[src/rtl/actx_pkg.sv]
package actx_pkg;
  // Strobes from the sequencer to the datapath
  typedef struct packed {
    logic load;   // move holding buffer into shifter
    logic shift;  // advance shifter by one bit
  } txStrobes_t;
endpackage

[src/rtl/actx_ctrl.sv]
module actx_ctrl
  import actx_pkg::*;
#(
  parameter int DATA_W   = 8,
  parameter int FRAME_W  = 12,
  parameter int DIV_MID  = 16,
  parameter int DIV_HIGH = 64
) (
  input  logic       clk,
  input  logic       rstN,
  input  logic       txEnable,
  input  logic       bufFull,
  input  logic [1:0] rateSel,
  input  logic [1:0] charLenSel,
  input  logic       parityOn,
  input  logic       twoStop,
  output txStrobes_t strobes,
  output logic       busy
);
  localparam int TICK_W = (DIV_HIGH > 1) ? $clog2(DIV_HIGH) : 1;
  localparam int BIT_W  = $clog2(FRAME_W);

  logic [TICK_W-1:0] tickCnt, divLast;
  logic [BIT_W-1:0]  bitCnt, frameLast;
  logic              bitEnd, frameEnd;

  always_comb begin
    unique case (rateSel)
      2'd0:    divLast = '0;
      2'd1:    divLast = TICK_W'(DIV_MID - 1);
      default: divLast = TICK_W'(DIV_HIGH - 1);
    endcase
    // index of last frame bit: start + data + parity + stops - 1
    frameLast = BIT_W'(DATA_W - 2) + BIT_W'(charLenSel)
              + BIT_W'(parityOn) + BIT_W'(twoStop);
    bitEnd        = busy && (tickCnt == divLast);
    frameEnd      = bitEnd && (bitCnt == frameLast);
    strobes.load  = bufFull && txEnable && (!busy || frameEnd);
    strobes.shift = bitEnd && !frameEnd;
  end

  always_ff @(posedge clk or negedge rstN) begin
    if (!rstN) begin
      busy    <= 1'b0;
      tickCnt <= '0;
      bitCnt  <= '0;
    end else if (strobes.load) begin
      busy    <= 1'b1;
      tickCnt <= '0;
      bitCnt  <= '0;
    end else if (frameEnd) begin
      busy    <= 1'b0;
      tickCnt <= '0;
      bitCnt  <= '0;
    end else if (bitEnd) begin
      tickCnt <= '0;
      bitCnt  <= bitCnt + 1'b1;
    end else if (busy) begin
      tickCnt <= tickCnt + 1'b1;
    end
  end
endmodule

[src/rtl/actx_datapath.sv]
module actx_datapath
  import actx_pkg::*;
#(
  parameter int DATA_W  = 8,
  parameter int FRAME_W = 12
) (
  input  logic              clk,
  input  logic              rstN,
  input  logic              wrStrobe,
  input  logic [DATA_W-1:0] wrData,
  input  txStrobes_t        strobes,
  input  logic              busy,
  input  logic [1:0]        charLenSel,
  input  logic              parityOn,
  input  logic              parityOdd,
  output logic              bufFull,
  output logic              txLine
);
  logic [DATA_W-1:0]  holdReg, masked;
  logic [FRAME_W-1:0] frameReg, frameNext;
  logic               parBit;
  int                 charLen;

  always_comb begin
    charLen = DATA_W - 3 + int'(charLenSel);
    for (int i = 0; i < DATA_W; i++)
      masked[i] = (i < charLen) ? holdReg[i] : 1'b0;
    parBit = (^masked) ^ parityOdd;
    frameNext    = '1;          // stop bits and padding are high
    frameNext[0] = 1'b0;        // start bit
    for (int p = 0; p < DATA_W; p++)
      if (p < charLen) frameNext[p+1] = masked[p];
    for (int p = 0; p <= DATA_W; p++)
      if (parityOn && (p == charLen)) frameNext[p+1] = parBit;
  end

  always_ff @(posedge clk or negedge rstN) begin
    if (!rstN) begin
      bufFull  <= 1'b0;
      holdReg  <= '0;
      frameReg <= '1;
    end else begin
      if (wrStrobe && !bufFull) begin
        bufFull <= 1'b1;
        holdReg <= wrData;
      end else if (strobes.load) begin
        bufFull <= 1'b0;
      end
      if (strobes.load)
        frameReg <= frameNext;
      else if (strobes.shift)
        frameReg <= {1'b1, frameReg[FRAME_W-1:1]};
    end
  end

  assign txLine = busy ? frameReg[0] : 1'b1;
endmodule

[src/rtl/async_char_tx.sv]
module async_char_tx
  import actx_pkg::*;
#(
  parameter int DATA_W   = 8,
  parameter int DIV_MID  = 16,
  parameter int DIV_HIGH = 64
) (
  input  logic              clk,
  input  logic              rstN,
  input  logic              wrStrobe,
  input  logic [DATA_W-1:0] wrData,
  input  logic              txEnable,
  input  logic [1:0]        charLenSel,
  input  logic              parityOn,
  input  logic              parityOdd,
  input  logic              twoStop,
  input  logic [1:0]        rateSel,
  output logic              txLine,
  output logic              bufFree,
  output logic              shiftEmpty
);
  localparam int FRAME_W = DATA_W + 4;

  txStrobes_t strobes;
  logic       busy, bufFull;

  actx_ctrl #(.DATA_W(DATA_W), .FRAME_W(FRAME_W), .DIV_MID(DIV_MID),
              .DIV_HIGH(DIV_HIGH)) u_ctrl (
    .clk(clk), .rstN(rstN), .txEnable(txEnable), .bufFull(bufFull),
    .rateSel(rateSel), .charLenSel(charLenSel), .parityOn(parityOn),
    .twoStop(twoStop), .strobes(strobes), .busy(busy)
  );

  actx_datapath #(.DATA_W(DATA_W), .FRAME_W(FRAME_W)) u_dp (
    .clk(clk), .rstN(rstN), .wrStrobe(wrStrobe), .wrData(wrData),
    .strobes(strobes), .busy(busy), .charLenSel(charLenSel),
    .parityOn(parityOn), .parityOdd(parityOdd), .bufFull(bufFull),
    .txLine(txLine)
  );

  assign bufFree    = !bufFull;
  assign shiftEmpty = !busy;
endmodule

[config.mk]
export PLATFORM = sky130hd
export DESIGN_NAME = async_char_tx
export DESIGN_NICKNAME = d
export VERILOG_FILES = /design/src/rtl/actx_pkg.sv /design/src/rtl/actx_ctrl.sv /design/src/rtl/actx_datapath.sv /design/src/rtl/async_char_tx.sv
export SDC_FILE = /design/constraint.sdc
export NUM_CORES = 1
export LEC_CHECK = 0
export BUFFER_PORTS_ARGS = -buffer_cell sky130_fd_sc_hd__buf_2
export CORE_UTILIZATION = 55
export CTS_CLUSTER_DIAMETER = 50
export DETAILED_ROUTE_END_ITERATION = 7
export PLACE_DENSITY = 0.76
export SLEW_MARGIN = 5
export SYNTH_ARGS = -nofsm -noshare
export SYNTH_HDL_FRONTEND = slang
export SYNTH_SLANG_ARGS = --single-unit
export TNS_END_PERCENT = 30
[constraint.sdc]
create_clock -name clk -period 4.6 [get_ports clk]
set_input_delay 0 -clock clk [delete_from_list [all_inputs] [get_ports clk]]
set_output_delay 0 -clock clk [all_outputs]
set_load 0.02 [all_outputs]
==> results of run 1 <==
-- power by group --
part           switching [mW]  internal [mW]
combinational           0.172          0.187
sequential             0.0911          0.388
clock                  0.0944         0.0734
-- metal layers --
layer  GRT usage, %  part of all wire, %  up-vias
li1               -                    -      671
met1           31.6                   47      656
met2           36.0                   46       43
met3           6.70                  4.7        9
met4           9.52                  1.8        0
met5              0                    0        -
-- per-stage QoR --
step                      hold slack (ns)  instance area, sq um  setup slack [ns]
after global routing               0.0120                  1990              2.21
final                              0.0470                  1990              2.40
after global placement             0.0634                  1830              2.20
after detailed placement           0.0607                  1830              2.08
after CTS                          0.0131                  1990              2.40
after floorplan                    -0.296                  1720              2.60
-- synthesized netlist by cell type (2+ instances only) --
| master | count | area, sq um |
|---|---|---|
| nor2_1 | 10 | 37.5 |
| clkbuf_1 | 2 | 7.51 |
| or3_1 | 2 | 12.5 |
| o21ai_1 | 2 | 10.0 |
| dfstp_2 | 10 | 263 |
| a21oi_1 | 4 | 20.0 |
| nand3_1 | 9 | 45.0 |
| nor2b_1 | 5 | 31.3 |
| ha_1 | 3 | 37.5 |
| o21ai_0 | 11 | 55.1 |
| xnor2_1 | 8 | 70.1 |
| a22o_1 | 4 | 35.0 |
| xor2_1 | 3 | 26.3 |
| nand2_1 | 25 | 93.8 |
| a311o_1 | 2 | 20.0 |
| buf_6 | 2 | 22.5 |
| o31ai_1 | 3 | 22.5 |
| mux2_2 | 9 | 101 |
| a31oi_1 | 5 | 31.3 |
| inv_1 | 7 | 26.3 |
| dfrtp_1 | 20 | 500 |
-- cells by family after synthesis --
kind of cell             count (synthesis)
AO/OA/AOI/OAI                           41
XOR/XNOR                                11
adder cells (fa/ha/maj)                  4
buffers and inverters                   12
flip-flops                              30
multiplexers                            11
AND/OR/NAND/NOR                         60
-- worst max path at each step --
stage / startpoint / endpoint / slack [ns] / depth (start not counted)
after CTS: u_ctrl.tickCnt[0]$_DFFE_PN0P_ / u_dp.frameReg[7]$_DFFE_PN1P_ / 2.40 / 6
final: u_ctrl.tickCnt[0]$_DFFE_PN0P_ / u_dp.frameReg[7]$_DFFE_PN1P_ / 2.40 / 6
after global placement: charLenSel[0] / u_dp.frameReg[8]$_DFFE_PN1P_ / 2.20 / 10
after floorplan: charLenSel[0] / u_dp.frameReg[6]$_DFFE_PN1P_ / 2.60 / 9
after detailed placement: charLenSel[0] / u_dp.frameReg[7]$_DFFE_PN1P_ / 2.08 / 10
after global routing: charLenSel[0] / u_dp.frameReg[1]$_DFFE_PN1P_ / 2.21 / 10
-- critical path, stage by stage (launching register included) --
cell      delay (ns)
dfrtp_1         0.45
nor4_2          0.34
mux2i_2         0.17
o21ai_4         0.26
a21boi_4        0.46
nor2b_1         0.11
a311o_1         0.34
-- cell usage in the layout (no fill, tap or decap), types with 5 or more instances in the layout --
| master | Yosys | layout |
|---|---|---|
| nor2b_1 | 5 | 5 |
| nand2_1 | 25 | 25 |
| dfstp_2 | 10 | 10 |
| dlygate4sd3_1 | 0 | 10 |
| mux2_2 | 9 | 9 |
| inv_1 | 7 | 7 |
| dfrtp_1 | 20 | 20 |
| nand3_1 | 9 | 9 |
| nor2_1 | 10 | 10 |
| clkbuf_4 | 0 | 5 |
| o21ai_0 | 11 | 11 |
| xnor2_1 | 8 | 8 |
| buf_2 | 1 | 21 |
| a31oi_1 | 5 | 5 |
-- final cells by class --
class	count	area [sq um]
flip-flops and latches	30	763
repair buffers	31	205
clock inverters	2	12.5
fillers	223	860
inverters	7	26.3
well taps	31	38.8
clock buffers	6	51.3
multi-input cells	127	896
-- state kept, by name, indices dropped and copies added (netlist names) --
| register | cells |
|---|---|
| u_ctrl.bitCnt | 4 |
| u_dp.holdReg | 8 |
| u_dp.bufFull | 1 |
| u_ctrl.busy | 1 |
| u_dp.frameReg | 10 |
| u_ctrl.tickCnt | 6 |
-- timing repair --
action                                 in CTS  in global routing
endpoints found under the hold margin      29                  0
hold buffers                               10                  0
resized for setup                           0                  0
==> run_results.csv, run 1 <==
group,metric,value,unit
floorplan,core_area,2850,sq um
synthesis,synthArstFlopShare,100,%
floorplan,die_area,3360,sq um
global_routing,grt_antenna_before_repair,0,
cells_and_area,syn_to_final_growth,15.9,%
synthesis,synth_area,1720,sq um
synthesis,synth_compound_gate_area_share,18.5,%
route,wl,3310,um
route,route.detailed.drc,2,
synthesis,ys_ff_latch,30,
global_routing,grt_pass1_vias,1274,
floorplan,chipHeight,57.9,um
power,cellLeakagePower,0.864,nW
synthesis,synthMuxAreaShare,7.27,%
worst_hold_path,whs_path_depth,3,
route,vias,1379,
sta,fmax,455,MHz
placed_design,dp_cells,216,
placed_design,portBuffers,21,
setup_path,worstSetupPathType,"flop to flop",
route,drtAntennaViolNets,0,
global_routing,gr-total-overflow,0,
setup_path,worstReg2RegStart,"u_ctrl.tickCnt[0]$_DFFE_PN0P_",
power,powerDensity,505,nW/um^2
global_routing,grt_pass1_wl,5740,um
cells_and_area,layoutNonFillerInstCount,234,
sta,slew_viol_final,0,
clocking,clk_pin_slew,0.10,ns
synthesis,yosysSeqAreaShare,44.4,%
setup_path,rrSetupSlack,2.40,ns
setup_path,worstPathArrival,2.47,ns
cells_and_area,drive_above_1_share,29.1,%
synthesis,synthAdderAreaFrac,3.35,%
global_routing,grt_max_degree,31,
clocking,cts.sinks,30,
floorplan,initial_core_util,60.3,%
synthesis,synth-simple-area-share,17.3,%
clocking,clock-root-buffer,"clkbuf_4",
worst_hold_path,holdPathEnd,"u_dp.frameReg[8]$_DFFE_PN1P_",
sta,setup_viol,0,
synthesis,synthesis.nets,192,
route,drtIter0Drc,63,
clocking,cts_htree_levels,2,
route,drt_pre_antenna_iters,6,
placed_design,dp_hpwl,2430,um
outcome,status,"finished, violations left",
clocking,numCtsBuffers,5,
flow_run,drv_cap,0,
setup_path,cp_max_fo,19,
cells_and_area,diodes,0,
sta,slew_headroom,54.3,%
cells_and_area,fin_nets,225,
power,power,1.01,mW
worst_hold_path,hp-class,"input port to flop",
floorplan,row_count,19,
synthesis,synthDistinctLibCells,44,
clocking,insertion_delay,0.33,ns
sta,worst_clock_skew,0.00790,ns
worst_hold_path,worstHoldStart,"charLenSel[1]",
power,ir_drop,0.315,mV
setup_path,rr_endpoint,"u_dp.frameReg[7]$_DFFE_PN1P_",
sta,period_needed,2.20,ns
synthesis,synth_cells,169,
synthesis,synth_top_family_by_area,"compound AO/OA/AOI/OAI gates",
sta,rsz0062_at_grt,"no",
cells_and_area,utilization,69.9,%
clocking,post_cts_buffers,0,
synthesis,synth-edff-count,0,
synthesis,synthFlopType,"dfrtp_1",
sta,worstMarginPinSlew,0.685,ns
sta,tns,0,ns
global_routing,grt_usage,23.5,%
synthesis,synth_xor_area_share,5.60,%
sta,period_share,47.8,%
floorplan,io_pins,22,
setup_path,reg2reg_depth,6,
setup_path,cp-start-kind,"flop",
setup_path,critPathRequiredTime,4.87,ns
route,via_per_inst,5.89,
route,wl_per_cell,14.2,um
outcome,violations,"DRC",
synthesis,yosysWarnings,0,
sta,hold_viol,0,
clocking,clockBufferDepth,2,
floorplan,die_x,57.9,um
clocking,tritoncts,"done",
setup_path,cp-end-kind,"flop",
synthesis,postSynthAreaPerCell,10.2,sq um
placed_design,place.gp.congestion,0.815,
No activity file was read; power rests on OpenSTA's default activity.
==> inputs of run 2 (changes only) <==
--- a/config.mk
+++ b/config.mk
@@ -6,10 +6,10 @@
 export NUM_CORES = 1
 export LEC_CHECK = 0
 export BUFFER_PORTS_ARGS = -buffer_cell sky130_fd_sc_hd__buf_2
-export CORE_UTILIZATION = 55
+export CORE_UTILIZATION = 51
 export CTS_CLUSTER_DIAMETER = 50
 export DETAILED_ROUTE_END_ITERATION = 7
-export PLACE_DENSITY = 0.76
+export PLACE_DENSITY = 0.74
 export SLEW_MARGIN = 5
 export SYNTH_ARGS = -nofsm -noshare
 export SYNTH_HDL_FRONTEND = slang
==> constraint.sdc (replaced) <==
create_clock -name clk -period 1.85 [get_ports clk]
set_input_delay 0 -clock clk [delete_from_list [all_inputs] [get_ports clk]]
set_output_delay 0 -clock clk [all_outputs]
set_load 0.02 [all_outputs]
==> run 2 against run 1 <==
Net effect:
- sequential power is 140% higher
- the flow finishes with violations (setup timing)
- power grew to 2.8 times the previous value
- first-iteration DRC count is 9.5% lower
- largest cell class unchanged
- clock skew is 0.0035 ns lower
- combinational power grew to 3.3 times the previous value
- critical path depth stayed put
==> run_results.csv, run 2 (synthesized netlist as in run 1, its figures left out) <==
group,metric,value,unit
outcome,status,"finished, violations left",
outcome,violations,"setup timing",
clocking,clk_pin_slew,0.10,ns
placed_design,place.gp.congestion,0.804,
floorplan,row_count,20,
floorplan,initial_core_util,55.0,%
sta,setup_viol,9,
clocking,numCtsBuffers,5,
global_routing,met3_usage,5.84,%
global_routing,grt_antenna_before_repair,0,
cells_and_area,final_cell_mix,"23 x nand2_1, 23 x buf_4, 21 x buf_2, 20 x dfrtp_1",
route,drtAntennaViolNets,0,
clocking,insertion_delay,0.32,ns
cells_and_area,reg.largest.list,"u_dp.frameReg (10), u_dp.holdReg (8), u_ctrl.tickCnt (6)",
sta,fmax,524,MHz
clocking,clockBufferDepth,2,
route,drtIter0Drc,57,
clocking,cts.sinks,30,
global_routing,grt_util_met2,44.9,%
global_routing,grt_max_degree,31,
power,power,2.84,mW
setup_path,worstReg2RegStart,"u_ctrl.tickCnt[0]$_DFFE_PN0P_",
global_routing,grt_usage,24.8,%
sta,hold_viol,0,
sta,slew_viol_final,0,
cells_and_area,diodes,0,
clocking,clock-root-buffer,"clkbuf_4",
global_routing,grtUsageMet1,28.2,%
floorplan,die_area,3610,sq um
route,route.detailed.drc,0,
power,cellLeakagePower,1.03,nW
route,drt_pre_antenna_iters,4,
setup_path,critPathRequiredTime,2.11,ns
setup_path,cp-start-kind,"flop",
route,vias,1495,
sta,worstMarginPinSlew,0.667,ns
cells_and_area,final_cell_area,2320,sq um
setup_path,worstPathArrival,2.17,ns
placed_design,portBuffers,21,
worst_hold_path,whs_path_depth,3,
global_routing,busiest_layer,"met2",
setup_path,cp_max_fo,7,
setup_path,rr_endpoint,"u_dp.frameReg[9]$_DFFE_PN1P_",
global_routing,gr-total-overflow,0,
placed_design,place_area,2040,sq um
floorplan,chipHeight,60.1,um
sta,worst_clock_skew,0.00441,ns
sta,slew_headroom,55.6,%
setup_path,reg2reg_depth,6,
sta,worst_slack,-0.0597,ns
clocking,cts_htree_levels,2,
cells_and_area,syn_to_final_growth,34.9,%
clocking,tritoncts,"done",
setup_path,cp-end-kind,"flop",
route,wl,4000,um
cells_and_area,fin_nets,251,
cells_and_area,largest_reg_flops,10,
flow_run,drv_cap,0,
floorplan,core_area,3130,sq um
floorplan,io_pins,22,
route,wl_per_cell,14.7,um
setup_path,worstSetupPathType,"flop to flop",
placed_design,dp_hpwl,2760,um
route,via_per_inst,5.48,
worst_hold_path,hp-class,"input port to flop",
global_routing,grt_pass1_vias,1480,
cells_and_area,drive_above_1_share,41.0,%
sta,rsz0062_at_grt,"yes",
cells_and_area,n_fill_cell,217,
power,powerDensity,1220,nW/um^2
setup_path,rrSetupSlack,-0.06,ns
power,ir_drop,0.657,mV
sta,period_needed,1.91,ns
cells_and_area,seqCellArea,763,sq um
sta,period_share,103,%
sta,tns,-0.350,ns
global_routing,grt_pass1_wl,6440,um
worst_hold_path,holdPathEnd,"u_dp.frameReg[8]$_DFFE_PN1P_",
cells_and_area,multi_input_area,978,sq um
floorplan,die_x,60.1,um
cells_and_area,regMostFlops,"u_dp.frameReg",
worst_hold_path,worstHoldStart,"charLenSel[1]",
[run 2: cell count changes in the layout (fill, tap and decap cells not counted), moves of 2 or more]
| cell | previous run | this run |
|---|---|---|
| buf_6 | 0 | 3 |
| clkbuf_8 | 1 | 3 |
| nand2_1 | 25 | 23 |
| buf_4 | 0 | 23 |
| inv_1 | 7 | 5 |
[run 2: through the flow]
| stage | setup WS (ns) | cells | utilization (%) | hold slack, ns |
|---|---|---|---|---|
| after floorplan | -0.0380 | 169 | - | -0.296 |
| after global placement | -0.178 | 249 | 65.2 | 0.0651 |
| after detailed placement | -0.279 | 249 | 65.2 | 0.0657 |
| after CTS | 0.000648 | 271 | 72.9 | 0.0570 |
| after global routing | -0.142 | 273 | 74.2 | 0.0915 |
| final | -0.0597 | 273 | 74.2 | 0.0726 |
[run 2: power by group]
part,leakage [nW],internal (mW),switching (mW),total [mW]
Combinational,0.637,0.644,0.537,1.18
Clock,0.0446,0.260,0.227,0.487
Sequential,0.345,0.966,0.204,1.17
Total,1.03,1.87,0.969,2.84
[run 2: critical path, stage by stage (launching register included)]
cell	delay, ns
dfrtp_1	0.42
nor4_4	0.35
mux2i_4	0.15
o31ai_4	0.31
buf_4	0.17
nand3_4	0.09
o32a_1	0.35
[run 2: worst max path at each step]
stage	from	end	slack [ns]
after floorplan	twoStop	u_dp.frameReg[9]$_DFFE_PN1P_	-0.04
after detailed placement	twoStop	u_dp.frameReg[5]$_DFFE_PN1P_	-0.28
after global routing	u_ctrl.tickCnt[0]$_DFFE_PN0P_	u_dp.frameReg[2]$_DFFE_PN1P_	-0.14
after CTS	u_ctrl.tickCnt[4]$_DFFE_PN0P_	u_dp.frameReg[4]$_DFFE_PN1P_	0.0006
after global placement	twoStop	u_dp.frameReg[1]$_DFFE_PN1P_	-0.18
final	u_ctrl.tickCnt[0]$_DFFE_PN0P_	u_dp.frameReg[9]$_DFFE_PN1P_	-0.06
[run 2: layer usage]
| metal | share of wire, % | vias up |
|---|---|---|
| met4 | 1.6 | 0 |
| met2 | 53 | 46 |
| met5 | 0 | - |
| li1 | - | 716 |
| met1 | 41 | 725 |
| met3 | 3.9 | 8 |
[run 2: area by class of cell]
class                   instances  area share [%]
repair buffers                 57            17.7
flip-flops and latches         30            32.9
well taps                      44            2.37
inverters                       7            1.46
multi-input cells             127            42.2
clock buffers                   8            3.40
[run 2: timing repair]
action                                  in CTS  in global routing
hold buffers                                10                  0
cloned                                       0                  0
buffers inserted                             4                  2
pin swaps                                    6                  5
hold endpoints to repair                    29                  0
resized for setup                            6                  7
endpoints found under the setup margin      11                 14
==> inputs of run 3 (changes only) <==
--- a/config.mk
+++ b/config.mk
@@ -5,7 +5,7 @@
 export SDC_FILE = /design/constraint.sdc
 export NUM_CORES = 1
 export LEC_CHECK = 0
-export BUFFER_PORTS_ARGS = -buffer_cell sky130_fd_sc_hd__buf_2
+export BUFFER_PORTS_ARGS = -buffer_cell sky130_fd_sc_hd__buf_4
 export CORE_UTILIZATION = 51
 export CTS_CLUSTER_DIAMETER = 50
 export DETAILED_ROUTE_END_ITERATION = 7
==> run 3 against run 2 <==
Net effect:
- the run still ends with setup timing left
- flip-flop and latch count unchanged
- worst setup slack improved by 0.037 ns
- hold slack got worse by 0.049 ns
- die area unchanged
- critical path type unchanged
==> run_results.csv, run 3 (synthesized netlist as in run 1, its figures left out) <==
group,metric,value,unit
outcome,status,"finished, violations left",
outcome,violations,"setup timing",
setup_path,worstSetupPathType,"flop to flop",
global_routing,grt_pass1_wl,6620,um
clocking,cts.sinks,30,
global_routing,gr-total-overflow,0,
cells_and_area,fin_nets,252,
setup_path,slowest_stage,"dfrtp_1",
sta,period_share,101,%
sta,worst_slack,-0.0227,ns
clocking,numCtsBuffers,5,
power,cellLeakagePower,1.03,nW
floorplan,die_area,3610,sq um
flow_run,drv_cap,0,
power,power,2.81,mW
global_routing,grt_max_degree,31,
route,wl_per_cell,15.2,um
route,drtAntennaViolNets,0,
route,vias,1465,
clocking,insertion_delay,0.34,ns
cells_and_area,diodes,0,
floorplan,initial_core_util,55.0,%
power,powerDensity,1200,nW/um^2
route,drtIter0Drc,76,
setup_path,worstReg2RegStart,"u_ctrl.tickCnt[0]$_DFFE_PN0P_",
sta,setup_viol,2,
clocking,clk_pin_slew,0.11,ns
cells_and_area,syn_to_final_growth,36.1,%
setup_path,worstPathArrival,2.15,ns
sta,slew_viol_final,0,
global_routing,grt_pass1_vias,1491,
clocking,clockBufferDepth,2,
floorplan,die_x,60.1,um
global_routing,grt_antenna_before_repair,0,
power,ir_drop,0.823,mV
sta,period_needed,1.87,ns
setup_path,cp_max_fo,6,
setup_path,critPathRequiredTime,2.13,ns
floorplan,io_pins,22,
setup_path,rr_endpoint,"u_dp.frameReg[8]$_DFFE_PN1P_",
sta,worst_clock_skew,0.0111,ns
sta,tns,-0.0380,ns
clocking,clock-root-buffer,"clkbuf_4",
sta,rsz0062_at_grt,"yes",
clocking,tritoncts,"done",
setup_path,cp-start-kind,"flop",
placed_design,dp_hpwl,2760,um
cells_and_area,final_cell_mix,"46 x buf_4, 24 x nand2_1, 20 x dfrtp_1, 11 x dlygate4sd3_1, 10 x dfstp_2",
sta,hold_viol,0,
placed_design,place.gp.congestion,0.814,
cells_and_area,reg.largest.list,"u_dp.frameReg (10), u_dp.holdReg (8), u_ctrl.tickCnt (6)",
placed_design,portBuffers,21,
floorplan,row_count,20,
sta,slew_headroom,67.1,%
sta,hold_slack,0.0232,ns
cells_and_area,largest_reg_flops,10,
clocking,cts_htree_levels,2,
worst_hold_path,holdPathEnd,"u_ctrl.busy$_DFFE_PN0P_",
route,wl,4160,um
global_routing,grt_usage,25.4,%
cells_and_area,layout_commonest_cell,"buf_4",
worst_hold_path,whs_path_depth,3,
floorplan,core_area,3130,sq um
route,via_per_inst,5.35,
sta,worstMarginPinSlew,0.493,ns
cells_and_area,regMostFlops,"u_dp.frameReg",
setup_path,cp-end-kind,"flop",
worst_hold_path,hp-class,"input port to flop",
placed_design,place_area,2100,sq um
cells_and_area,final_cell_area,2340,sq um
cells_and_area,n_fill_cell,230,
worst_hold_path,worstHoldStart,"txEnable",
setup_path,cpPeakStageDelay,0.43,ns
setup_path,reg2reg_depth,7,
sta,fmax,534,MHz
route,route.detailed.drc,0,
floorplan,chipHeight,60.1,um
cells_and_area,drive_above_1_share,40.4,%
setup_path,rrSetupSlack,-0.02,ns
setup_path,path_cells,"nor4_4 > mux2i_4 > o21ai_4 > a21boi_4 > buf_4 > nand2_1 > o221a_2",
route,drt_pre_antenna_iters,4,
-- run 3: cell count changes in the layout (fill, tap and decap cells not counted), moves of 2 or more --
cell | before | now
buf_4 | 23 | 46
o21ai_0 | 10 | 6
buf_6 | 3 | 1
o21ai_1 | 3 | 7
clkbuf_8 | 3 | 1
buf_2 | 21 | 0
-- run 3: worst max-delay path: cells and delay by family (launching register included) --
kind / cells / cell delay, ns
flops: 1 / 0.43
buf+inv: 1 / 0.14
simple gates: 2 / 0.43
compound gates: 3 / 0.66
mux: 1 / 0.16
-- run 3: cell type report --
| type | count | area [sq um] | share of cell area, % |
|---|---|---|---|
| Clock buffer | 6 | 51.3 | 2.19 |
| Clock inverter | 2 | 12.5 | 0.534 |
| Inverter | 7 | 33.8 | 1.44 |
| Multi-Input combinational cell | 127 | 960 | 41.0 |
| Sequential cell | 30 | 763 | 32.6 |
| Tap cell | 44 | 55.1 | 2.35 |
| Timing Repair Buffer | 58 | 467 | 19.9 |
-- run 3: metal layers --
layer	routed length, um	vias to the layer above	global-route usage [%]
li1	-	720	-
met1	1790	696	30.2
met2	2140	37	44.0
met3	126	12	4.76
met4	107	0	12.0
met5	0	-	0
-- run 3: how the worst max path moves through the flow --
stage                     slack, ns                           end                     startpoint  depth (start not counted)
after floorplan               -0.04  u_dp.frameReg[9]$_DFFE_PN1P_                        twoStop                          9
after CTS                     0.007  u_dp.frameReg[4]$_DFFE_PN1P_  u_ctrl.tickCnt[4]$_DFFE_PN0P_                          7
after detailed placement      -0.19  u_dp.frameReg[4]$_DFFE_PN1P_                        twoStop                         11
after global routing           -0.1  u_dp.frameReg[4]$_DFFE_PN1P_  u_ctrl.tickCnt[0]$_DFFE_PN0P_                          7
after global placement        -0.13  u_dp.frameReg[9]$_DFFE_PN1P_                        twoStop                          9
final                         -0.02  u_dp.frameReg[8]$_DFFE_PN1P_  u_ctrl.tickCnt[0]$_DFFE_PN0P_                          7
-- run 3: per-stage QoR --
stage | util (%) | setup WS (ns) | instances
after detailed placement | 67.1 | -0.193 | 250
after global placement | 67.1 | -0.132 | 250
after global routing | 74.9 | -0.0995 | 274
after CTS | 74.1 | 0.00720 | 272
final | 74.9 | -0.0227 | 274
after floorplan | - | -0.0380 | 169
-- run 3: timing repair --
action                                  4_1_cts  5_1_grt
buffers inserted                              3        2
endpoints found under the setup margin       11       18
gates cloned                                  0        0
hold endpoints to repair                     40        0
resized for setup                             3        8
hold buffers                                 11        0
pin swaps                                     5        2
-- run 3: power by group --
| part | switching (mW) | internal, mW | total [mW] |
|---|---|---|---|
| logic | 0.558 | 0.649 | 1.21 |
| clock network | 0.249 | 0.183 | 0.431 |
| registers | 0.206 | 0.966 | 1.17 |
| total | 1.01 | 1.80 | 2.81 |
